==> config.mk <==
export PLATFORM = sky130hd
export DESIGN_NAME = np_balance_adjust
export DESIGN_NICKNAME = d
export VERILOG_FILES = /design/src/rtl/np_bal_pkg.sv /design/src/rtl/np_bal_factor.sv /design/src/rtl/np_bal_dwell.sv /design/src/rtl/np_balance_adjust.sv
export SDC_FILE = /design/constraint.sdc
export NUM_CORES = 2
export LEC_CHECK = 0
export CORE_MARGIN = 4
export CORE_UTILIZATION = 45
export DETAILED_ROUTE_END_ITERATION = 16
export MAX_ROUTING_LAYER = met4
export PLACE_DENSITY_LB_ADDON = 0.12
export SLEW_MARGIN = 40
export SYNTH_ARGS = -nofsm -noshare
export SYNTH_HDL_FRONTEND = slang
export SYNTH_SLANG_ARGS = --single-unit
==> constraint.sdc <==
create_clock -name clk -period 12.9 [get_ports clk]
set_input_delay 1.935 -clock clk [delete_from_list [all_inputs] [get_ports clk]]
set_output_delay 1.935 -clock clk [all_outputs]
set_load 0.05 [all_outputs]
==> src/rtl/np_bal_pkg.sv <==
package np_bal_pkg;

   localparam int DEF_DUTY_W    = 16;
   localparam int DEF_VOLT_W    = 16;
   localparam int DEF_GAIN_W    = 16;
   localparam int DEF_GAIN_FRAC = 12;
   localparam int DEF_PER_W     = 16;

   typedef enum logic [1:0] {
      SAT_NONE = 2'd0,
      SAT_LOW  = 2'd1,
      SAT_HIGH = 2'd2
   } sat_e;

endpackage

==> src/rtl/np_bal_factor.sv <==
module np_bal_factor #(
   parameter int DW = 16,
   parameter int VW = 16,
   parameter int GW = 16,
   parameter int GF = 12
) (
   input  logic                 bal_en,
   input  logic signed [VW-1:0] vc_hi,
   input  logic signed [VW-1:0] vc_lo,
   input  logic signed [GW-1:0] gain,
   input  logic signed [DW-1:0] mod_idx,
   input  logic signed [DW-1:0] st_duty,
   output logic signed [DW-1:0] eta
);
   localparam int PRW  = VW + 1 + GW;
   localparam int XW   = DW + 2;
   localparam int MAXI = (2 ** (DW - 1)) - 1;
   localparam int ONEI = 2 ** (DW - 1);
   localparam logic signed [PRW-1:0] SAT_HI = PRW'(MAXI);
   localparam logic signed [PRW-1:0] SAT_LO = PRW'(-MAXI - 1);

   if (GF >= PRW - 1) begin : g_bad_frac
      $error("np_bal_factor: GF too large for product width");
   end
   if (DW < 4) begin : g_bad_dw
      $error("np_bal_factor: DW must be at least 4");
   end

   logic signed [VW:0]     diff;
   logic signed [PRW-1:0]  prod;
   logic signed [PRW-1:0]  shf;
   logic signed [DW-1:0]   sat_v;
   logic signed [XW-1:0]   lim;
   logic signed [XW-1:0]   nlim;
   logic signed [XW-1:0]   eta_x;

   always_comb begin
      diff = {vc_hi[VW-1], vc_hi} - {vc_lo[VW-1], vc_lo};
      prod = PRW'(diff) * PRW'(gain);
      shf  = prod >>> GF;
      if (shf > SAT_HI)      sat_v = SAT_HI[DW-1:0];
      else if (shf < SAT_LO) sat_v = SAT_LO[DW-1:0];
      else                   sat_v = shf[DW-1:0];
   end

   always_comb begin
      lim   = XW'(ONEI) - XW'(mod_idx) - XW'(st_duty) - XW'(1);
      nlim  = -lim;
      eta_x = XW'(sat_v);
      if (!bal_en || lim < 0) eta = '0;
      else if (eta_x > lim)   eta = lim[DW-1:0];
      else if (eta_x < nlim)  eta = nlim[DW-1:0];
      else                    eta = sat_v;
   end

endmodule

==> src/rtl/np_bal_dwell.sv <==
module np_bal_dwell #(
   parameter int DW   = 16,
   parameter int PW   = 16,
   parameter bit HALF = 1'b0
) (
   input  logic signed [DW+1:0] rev,
   input  logic [PW-1:0]        period,
   output logic [PW-1:0]        dwell,
   output np_bal_pkg::sat_e     sat
);
   import np_bal_pkg::*;

   localparam int XW   = DW + 2;
   localparam int ONEI = 2 ** (DW - 1);
   localparam logic signed [XW-1:0] ONE_X = XW'(ONEI);
   localparam logic [DW-1:0]        ONE_U = DW'(ONEI);

   logic [DW-1:0]    mag;
   logic [DW+PW-1:0] prod;

   always_comb begin
      if (rev < 0) begin
         mag = '0;
         sat = SAT_LOW;
      end else if (rev > ONE_X) begin
         mag = ONE_U;
         sat = SAT_HIGH;
      end else begin
         mag = rev[DW-1:0];
         sat = SAT_NONE;
      end
      prod = (DW+PW)'(mag) * (DW+PW)'(period);
   end

   if (HALF) begin : g_half
      assign dwell = PW'(prod >> DW);
   end else begin : g_full
      assign dwell = PW'(prod >> (DW - 1));
   end

endmodule

==> src/rtl/np_balance_adjust.sv <==
module np_balance_adjust #(
   parameter int DUTY_W    = np_bal_pkg::DEF_DUTY_W,
   parameter int VOLT_W    = np_bal_pkg::DEF_VOLT_W,
   parameter int GAIN_W    = np_bal_pkg::DEF_GAIN_W,
   parameter int GAIN_FRAC = np_bal_pkg::DEF_GAIN_FRAC,
   parameter int PER_W     = np_bal_pkg::DEF_PER_W
) (
   input  logic                     clk,
   input  logic                     rst_n,
   input  logic                     in_valid,
   input  logic                     bal_en,
   input  logic signed [DUTY_W-1:0] duty_a,
   input  logic signed [DUTY_W-1:0] duty_b,
   input  logic signed [DUTY_W-1:0] duty_c,
   input  logic signed [DUTY_W-1:0] duty_d,
   input  logic signed [VOLT_W-1:0] vc_hi,
   input  logic signed [VOLT_W-1:0] vc_lo,
   input  logic signed [GAIN_W-1:0] gain,
   input  logic signed [DUTY_W-1:0] mod_idx,
   input  logic signed [DUTY_W-1:0] st_duty,
   input  logic [PER_W-1:0]         period,
   output logic                     out_valid,
   output logic signed [DUTY_W-1:0] eta,
   output logic [PER_W-1:0]         dwell_a,
   output logic [PER_W-1:0]         dwell_b,
   output logic [PER_W-1:0]         dwell_c,
   output logic [PER_W-1:0]         dwell_d,
   output logic [PER_W-1:0]         dwell_st,
   output logic                     neg_sat
);
   import np_bal_pkg::*;

   localparam int NSEG = 4;
   localparam int XW   = DUTY_W + 2;
   localparam int ONEI = 2 ** (DUTY_W - 1);

   if (PER_W < 2) begin : g_bad_per
      $error("np_balance_adjust: PER_W must be at least 2");
   end
   if (VOLT_W < 2 || GAIN_W < 2) begin : g_bad_in
      $error("np_balance_adjust: VOLT_W and GAIN_W must be at least 2");
   end

   // ---------------- stage 1: distribution factor ----------------
   logic signed [DUTY_W-1:0] eta_n;

   np_bal_factor #(
      .DW(DUTY_W), .VW(VOLT_W), .GW(GAIN_W), .GF(GAIN_FRAC)
   ) u_factor (
      .bal_en (bal_en),
      .vc_hi  (vc_hi),
      .vc_lo  (vc_lo),
      .gain   (gain),
      .mod_idx(mod_idx),
      .st_duty(st_duty),
      .eta    (eta_n)
   );

   logic                     s1_vld;
   logic signed [DUTY_W-1:0] s1_eta;
   logic signed [DUTY_W-1:0] s1_df;
   logic signed [DUTY_W-1:0] s1_m;
   logic [PER_W-1:0]         s1_per;
   logic signed [DUTY_W-1:0] s1_d [NSEG];

   always_ff @(posedge clk or negedge rst_n) begin
      if (!rst_n) begin
         s1_vld <= 1'b0;
         s1_eta <= '0;
         s1_df  <= '0;
         s1_m   <= '0;
         s1_per <= '0;
         for (int i = 0; i < NSEG; i++) s1_d[i] <= '0;
      end else begin
         s1_vld <= in_valid;
         if (in_valid) begin
            s1_eta  <= eta_n;
            s1_df   <= st_duty;
            s1_m    <= mod_idx;
            s1_per  <= period;
            s1_d[0] <= duty_a;
            s1_d[1] <= duty_b;
            s1_d[2] <= duty_c;
            s1_d[3] <= duty_d;
         end
      end
   end

   // ---------------- stage 2: revision and dwell scaling ----------------
   logic signed [XW-1:0] rev [NSEG];
   logic [PER_W-1:0]     dw_n [NSEG];
   sat_e                 sat [NSEG];
   logic [PER_W-1:0]     st_n;
   sat_e                 st_sat;
   logic                 neg_n;

   always_comb begin
      rev[0] = XW'(s1_d[0]) - XW'(s1_df) - XW'(s1_eta);
      rev[1] = XW'(s1_d[1]);
      rev[2] = XW'(s1_d[2]);
      rev[3] = XW'(s1_d[3]) - XW'(s1_df) + XW'(s1_eta);
   end

   for (genvar g = 0; g < NSEG; g++) begin : g_seg
      np_bal_dwell #(.DW(DUTY_W), .PW(PER_W), .HALF(1'b0)) u_dwell (
         .rev   (rev[g]),
         .period(s1_per),
         .dwell (dw_n[g]),
         .sat   (sat[g])
      );
   end

   np_bal_dwell #(.DW(DUTY_W), .PW(PER_W), .HALF(1'b1)) u_st_dwell (
      .rev   (XW'(s1_df)),
      .period(s1_per),
      .dwell (st_n),
      .sat   (st_sat)
   );

   always_comb begin
      neg_n = 1'b0;
      for (int i = 0; i < NSEG; i++) begin
         if (sat[i] == SAT_LOW) neg_n = 1'b1;
      end
   end

   logic [PER_W-1:0] dw_q [NSEG];

   always_ff @(posedge clk or negedge rst_n) begin
      if (!rst_n) begin
         out_valid <= 1'b0;
         eta       <= '0;
         dwell_st  <= '0;
         neg_sat   <= 1'b0;
         for (int i = 0; i < NSEG; i++) dw_q[i] <= '0;
      end else begin
         out_valid <= s1_vld;
         if (s1_vld) begin
            eta      <= s1_eta;
            dwell_st <= st_n;
            neg_sat  <= neg_n;
            for (int i = 0; i < NSEG; i++) dw_q[i] <= dw_n[i];
         end
      end
   end

   assign dwell_a = dw_q[0];
   assign dwell_b = dw_q[1];
   assign dwell_c = dw_q[2];
   assign dwell_d = dw_q[3];

   // ---------------- assertions ----------------
   logic signed [XW-1:0] chk_band;
   logic signed [XW-1:0] chk_eta;
   assign chk_band = XW'(ONEI) - XW'(s1_m) - XW'(s1_df);
   assign chk_eta  = XW'(s1_eta);

   p_band_r2: assert property (@(posedge clk) disable iff (!rst_n)
      s1_vld |-> (s1_eta == '0) || (chk_eta < chk_band && -chk_eta < chk_band));

   p_off_zero_r3: assert property (@(posedge clk) disable iff (!rst_n)
      (s1_vld && !$past(bal_en)) |-> (s1_eta == '0));

   p_dwell_bound_r6: assert property (@(posedge clk) disable iff (!rst_n)
      out_valid |-> (dwell_a <= $past(s1_per) && dwell_b <= $past(s1_per) &&
                     dwell_c <= $past(s1_per) && dwell_d <= $past(s1_per)));

   p_st_zero_r11: assert property (@(posedge clk) disable iff (!rst_n)
      (out_valid && $past(s1_df) == '0) |-> (dwell_st == '0));

   p_flag_zero_r8: assert property (@(posedge clk) disable iff (!rst_n)
      (out_valid && neg_sat) |-> (dwell_a == '0 || dwell_b == '0 ||
                                  dwell_c == '0 || dwell_d == '0));

   p_latency_r9: assert property (@(posedge clk) disable iff (!rst_n)
      out_valid == $past(in_valid, 2));

endmodule

# [Yosys cells after proc, flatten, opt, wreduce, memory -nomap -nowiden]
# Index checks and enable logic that the tools add are counted.
[totals] ff_bits=211 in_bits=164 output_inout_bits=98 word_cells=79
[op_classes] add_sub_neg=9 multipliers=6 n_lt_le_gt_ge=15 eq_ne=4 muxes=27 n_reduce_logical=2
[op_table] operator="16-bit two-way mux" n=15
[op_table] operator="16-bit by 16-bit multiplier with 31-bit output" n=4
[op_table] operator="18-bit by 1-bit < comparator with 1-bit output (second input constant)" n=3
[op_table] operator="16-bit by 17-bit > comparator with 1-bit output (second input constant)" n=3
[op_table] operator="16-bit by 16-bit subtractor with 17-bit output" n=3
[op_table] operator="16-bit by 1-bit < comparator with 1-bit output (second input constant)" n=3
[op_table] operator="18-bit by 17-bit > comparator with 1-bit output (second input constant)" n=2
[op_table] operator="17-bit by 16-bit multiplier with 33-bit output" n=1
[op_table] operator="16-bit by 16-bit multiplier with 32-bit output" n=1
[op_table] operator="21-bit by 16-bit > comparator with 1-bit output (second input constant)" n=1
[op_table] operator="21-bit by 16-bit < comparator with 1-bit output (second input constant)" n=1
[op_table] operator="17-bit by 16-bit adder with 18-bit output" n=1
[op_table] operator="16-bit by 18-bit > comparator with 1-bit output" n=1
[op_table] operator="16-bit by 18-bit < comparator with 1-bit output" n=1
[op_table] operator="18-bit negator" n=1
[op_table] operator="17-bit by 16-bit subtractor with 18-bit output" n=1
[op_table] operator="17-bit by 16-bit subtractor with 18-bit output (first input constant)" n=1
[op_table] operator="18-bit by 16-bit subtractor with 18-bit output" n=1
[op_table] operator="18-bit by 2-bit subtractor with 18-bit output (second input constant)" n=1
[op_table] operator="2-bit two-way mux" n=8
[op_table] operator="2-bit by 1-bit == test with 1-bit output (second input constant)" n=4
[op_table] operator="1-bit two-way mux" n=4
[op_table] operator="1-bit zero test" n=1
[op_table] operator="1-bit logical OR" n=1

# [Logic depth before layout (Yosys ltp)]
[depth] depth_word=10 mapped_depth=59 depth_no_buf=54

# [Cells and area by module]
# Synthesis repeated with hierarchy kept, for this count alone.
[unflattened] hier_cells=7327 hier_area_um2=65698.0
[by_module_without_submodules] module="np_bal_dwell (g_seg[0].u_dwell ...)" n_inst=2 cells_each=970 area_per_inst_um2=8266.7 seq_area_each_um2=0.0
[by_module_without_submodules] module="np_bal_factor" n_inst=1 cells_each=1659 area_per_inst_um2=13930.9 seq_area_each_um2=0.0
[by_module_without_submodules] module="np_balance_adjust" n_inst=1 cells_each=883 area_per_inst_um2=10461.3 seq_area_each_um2=5280.1
[by_module_without_submodules] module="np_bal_dwell (u_st_dwell)" n_inst=1 cells_each=979 area_per_inst_um2=8464.4 seq_area_each_um2=0.0
[by_module_without_submodules] module="np_bal_dwell (g_seg[3].u_dwell)" n_inst=1 cells_each=941 area_per_inst_um2=8210.4 seq_area_each_um2=0.0
[by_module_without_submodules] module="np_bal_dwell (g_seg[2].u_dwell)" n_inst=1 cells_each=925 area_per_inst_um2=8097.8 seq_area_each_um2=0.0

# [Worst setup path before layout]
# OpenSTA, ideal clock, no wires.
[synth_path] path_type="input -> register" from="in vc_lo[1]" to="reg s1_eta[10]" setup_time_ps=101 arrival_ps=13413 slack_ps=-613 cell_stages=56 path_buffers=5 path_cell_list="inv_1 > ha_1 > nor2b_1 > o21ai_0 > a21boi_1 > o21ai_0 > a21boi_1 > o21ai_0 > a21boi_1 > o21ai_0 > a21boi_1 > o21a_1 > o2111a_1 > clkbuf_1 > or2_2 > clkbuf_1 > clkbuf_1 > a311oi_1 > [20 not listed] > or2_2 > a21boi_2 > inv_1 > ha_1 > a21o_1 > a21oi_1 > o221ai_1 > a21o_1 > a221o_1 > a221oi_1 > o2111ai_1 > nand3_1 > clkbuf_1 > clkbuf_1 > o21ai_0 > nand2_1 > o21ai_0 > o32ai_1"
[synth_via] elab_chain_len=9 word_cells_on_any_way=11 cone_classes="1 x add/sub; 1 x mul; 4 x order compare; 5 x mux"
[synth_rtl] item="start, declared" line="np_balance_adjust.sv:17" rtl="input logic signed [VOLT_W-1:0] vc_lo,"
[synth_rtl] item="16-bit by 16-bit subtractor with 17-bit output *" line="np_bal_factor.sv:38" rtl="diff = {vc_hi[VW-1], vc_hi} - {vc_lo[VW-1], vc_lo};"
[synth_rtl] item="17-bit by 16-bit multiplier with 33-bit output *" line="np_bal_factor.sv:39" rtl="prod = PRW'(diff) * PRW'(gain);"
[synth_rtl] item="21-bit by 16-bit < comparator with 1-bit output" line="np_bal_factor.sv:42" rtl="else if (shf < SAT_LO) sat_v = SAT_LO[DW-1:0];"
[synth_rtl] item="16-bit two-way mux" line="np_bal_factor.sv:42"
[synth_rtl] item="16-bit two-way mux *" line="np_bal_factor.sv:41" rtl="if (shf > SAT_HI) sat_v = SAT_HI[DW-1:0];"
[synth_rtl] item="16-bit by 18-bit < comparator with 1-bit output" line="np_bal_factor.sv:52" rtl="else if (eta_x < nlim) eta = nlim[DW-1:0];"
[synth_rtl] item="16-bit two-way mux" line="np_bal_factor.sv:52"
[synth_rtl] item="16-bit two-way mux *" line="np_bal_factor.sv:51" rtl="else if (eta_x > lim) eta = lim[DW-1:0];"
[synth_rtl] item="16-bit two-way mux *" line="np_bal_factor.sv:50" rtl="if (!bal_en || lim < 0) eta = '0;"
[synth_rtl] item="end signal, assigned" line="np_balance_adjust.sv:77" rtl="s1_eta <= eta_n;"
[synth_rtl] item="end, declared" line="np_balance_adjust.sv:60" rtl="logic signed [DUTY_W-1:0] s1_eta;"
# Mark *: on every way between the ends. The rest lies on a longest branch, timed or not.
# A chain may end at the register's enable or synchronous reset.

# [Worst setup path in the final report]
[layout_path] from="in vc_lo[0]" to="reg s1_eta[4]"
# Same word-level chain as after synthesis.

==> metrics.cfg <==
[die]
die_x_um = 382
die_y_um = 382
rows = 137
num_io_pins = 262
core_mm2 = 0.139
initial_utilization_pct = 45.3
die_area_mm2 = 0.146

[critical_path]
endpoint_kind = flop
worst-r2r-setup-slack_ps = 1360
crit_path_frequent_cell = fa_1
cpPeakStageDelay_ps = 560
cp.required_ps = 13400
start_kind = input pin
crit_path_top_delay_cell = fa_1
path_class = in -> reg
crit_arrival_ps = 13040
path_max_fanout = 6

[finish]
seqCellArea_mm2 = 0.00531
fin_area_mm2 = 0.0712
multi_input_area_mm2 = 0.0512
area_growth_pct = 12.9
layout-drive-gt1-share_pct = 9.91
fillCellCount = 13100
final_nets = 9440

[clocking]
holdBufCountCts = 0
cts_tree = built
clk_latency_ps = 660
root_buffer = clkbuf_16
cts_buffers = 29
cts_buffer_depth = 3
cts.sinks = 211
cts_max_level = 1
cts.clk_slew.worst_paths_ps = 60

[placed_design]
placed_area_mm2 = 0.0692
gp_congestion = 0.905
dp_hpwl_um = 139000
portBuffers = 261

[timing]
period_needed_ps = 12540
finalHoldViolCount = 0
post-route-period-util_pct = 97.2
fmax_mhz = 79.8
worstMarginPinSlew_ps = 864
finalSetupViolCount = 0
drv_slew = 0
relSlewSlack_pct = 42.0
skew_ps = 46.1
rsz0062_at_grt = yes

[drt]
drtIter0Drc = 2808
routedWlPerCell_um = 19.3
via_per_inst = 5.20
drt_wl_total_um = 179000
routed-via-count = 48100
ant_nets = 0
drc_errors = 0
dr.pass1.iters = 7

[logic_synthesis]
synth_top_area_cell = fa_1
yosysSeqAreaShare_pct = 8.37
postSynth.asyncResetShare_pct = 100
synth.area.top_cells = fa_1 (39%), ha_1 (14%), inv_1 (9.4%), dfrtp_1 (8.4%), nand2_1 (6.2%)
synth_nets = 9143
synthCells = 7047
syn_area_mm2 = 0.0631
synth_compound_area_share_pct = 6.15
synthSimpleGateAreaFrac_pct = 16.2
syn-mean-instance-area_um2 = 8.95
synth_cell_types = 89
synth_fa_ha_area_share_pct = 53.0
synthDominantCellAreaShare_pct = 39.1
synth_edf_count = 0
synth_flop_cell = dfrtp_1
yosys_warnings = 0
synthMuxAreaShare_pct = 2.47
ys_seq_elements = 211
synth_xor_area_share_pct = 2.34
synth_top_family_by_area = adder cells

[global_route]
grt_pass1_vias = 51400
grt_max_degree = 78
grt.overflow.total = 0
grt_usage_pct = 25.8
grt_pass1_wl_um = 288000
antenna_found_initial = 8

[flow_run]
maxCapViolations = 0

[hold_path]
hold_path_class = reg -> reg

[status]
status = finished, final reports clean

-- critical path, delay by kind of cell --
kind | cells | cell delay, ps
and+or+nand+nor | 8 | 1440
buffers and inverters | 6 | 590
AOI/OAI and AO/OA | 28 | 4990
adders and majority gates | 10 | 4060
-- final timing paths --
kind	from	endpoint	cells past startpoint
setup / recovery	vc_lo[0]	s1_eta[4]	52
hold / removal	dwell_b[14]	dwell_b[14]	2
setup reg to reg	s1_eta[0]	dwell_a[15]	42
hold reg to reg	dwell_b[14]	dwell_b[14]	2
max in group asynchronous	rst_n	s1_d[11]	3
min in group asynchronous	rst_n	dwell_c[1]	1
-- registers in the layout, indices dropped and copies added (netlist names) --
signal,cells
rev,32
dwell_d,16
s1_df,16
s1_per,16
eta,16
dwell_b,16
dwell_st,16
s1_eta,16
out_valid,1
neg_sat,1
s1_vld,1
s1_d,32
dwell_c,16
dwell_a,16
-- metrics by stage --
stage               utilization [%]  worst slack (ps)  hold slack (ps)  setup TNS [ps]  cells
global route                   51.1              -110              513           -1150   9248
detailed placement             49.7             -1190              470          -18270   9138
finish                         51.1               365              480               0   9248
floorplan                         -              20.3              408               0   7047
CTS                            50.7              3.80              485               0   9224
global placement               49.6              -992              470          -15210   9138
-- Yosys cell counts (33+ instances only) --
| master | count |
|---|---|
| a21o_1 | 53 |
| a21oi_1 | 131 |
| and2_1 | 481 |
| and3_1 | 118 |
| clkbuf_1 | 337 |
| dfrtp_1 | 211 |
| fa_1 | 1231 |
| ha_1 | 701 |
| inv_1 | 1572 |
| mux2_2 | 134 |
| nand2_1 | 1037 |
| nand2b_1 | 33 |
| nand3_1 | 93 |
| nor2_1 | 139 |
| nor2b_1 | 86 |
| nor3_1 | 37 |
| o21ai_0 | 101 |
| xnor2_1 | 106 |
| xor2_1 | 59 |
-- cell usage in the layout (no fill, tap or decap), types with 13 or more instances in the layout --
cell type	count
inv_1	1563
fa_1	1222
nand2_1	1034
ha_1	691
and2_1	480
buf_4	334
clkdlybuf4s50_1	248
dfrtp_1	192
mux2_2	134
nor2_1	130
a21oi_1	125
and3_1	116
xnor2_1	106
nand3_1	89
o21ai_0	89
nor2b_1	61
xor2_1	59
a21o_1	53
nor3_1	37
nand2b_1	33
o21a_1	30
clkbuf_16	29
or3_1	19
a211oi_1	18
dfrtp_2	16
a31oi_1	15
nand4_1	15
o31ai_1	14
buf_6	14
nor2b_2	13
-- area by class of cell --
| class | instances | share of cell area [%] |
|---|---|---|
| multi-input combinational | 4913 | 71.9 |
| inverter | 1573 | 8.29 |
| timing repair buffer | 616 | 7.60 |
| sequential | 211 | 7.46 |
| tap | 1876 | 3.30 |
| clock buffer | 35 | 1.12 |
| clock inverter | 19 | 0.341 |
| antenna | 5 | 0.0176 |
-- timing repair --
item / in CTS / in global routing
setup endpoints to repair: 16 / 16
cloned: 1 / 1
setup buffers: 31 / 19
pin swaps: 42 / 91
resized for setup: 37 / 96
endpoints found under the hold margin: 0 / 0
-- routing by layer --
layer	track usage [%]	part of all wire [%]
met5	-	0
met4	7.73	3.3
met3	3.67	5.8
met2	40.5	46
met1	34.9	45
-- kinds of logic after synthesis --
logic type	after synthesis
AO/OA/AOI/OAI	554
adder cells (fa/ha/maj)	1932
flip-flops	211
AND/OR/NAND/NOR	2121
buffers and inverters	1924
XOR/XNOR	166
multiplexers	139
Power is left out: the tool's default activity adds up to more than one toggle a clock period on the data nets, which glitch-free logic cannot reach.
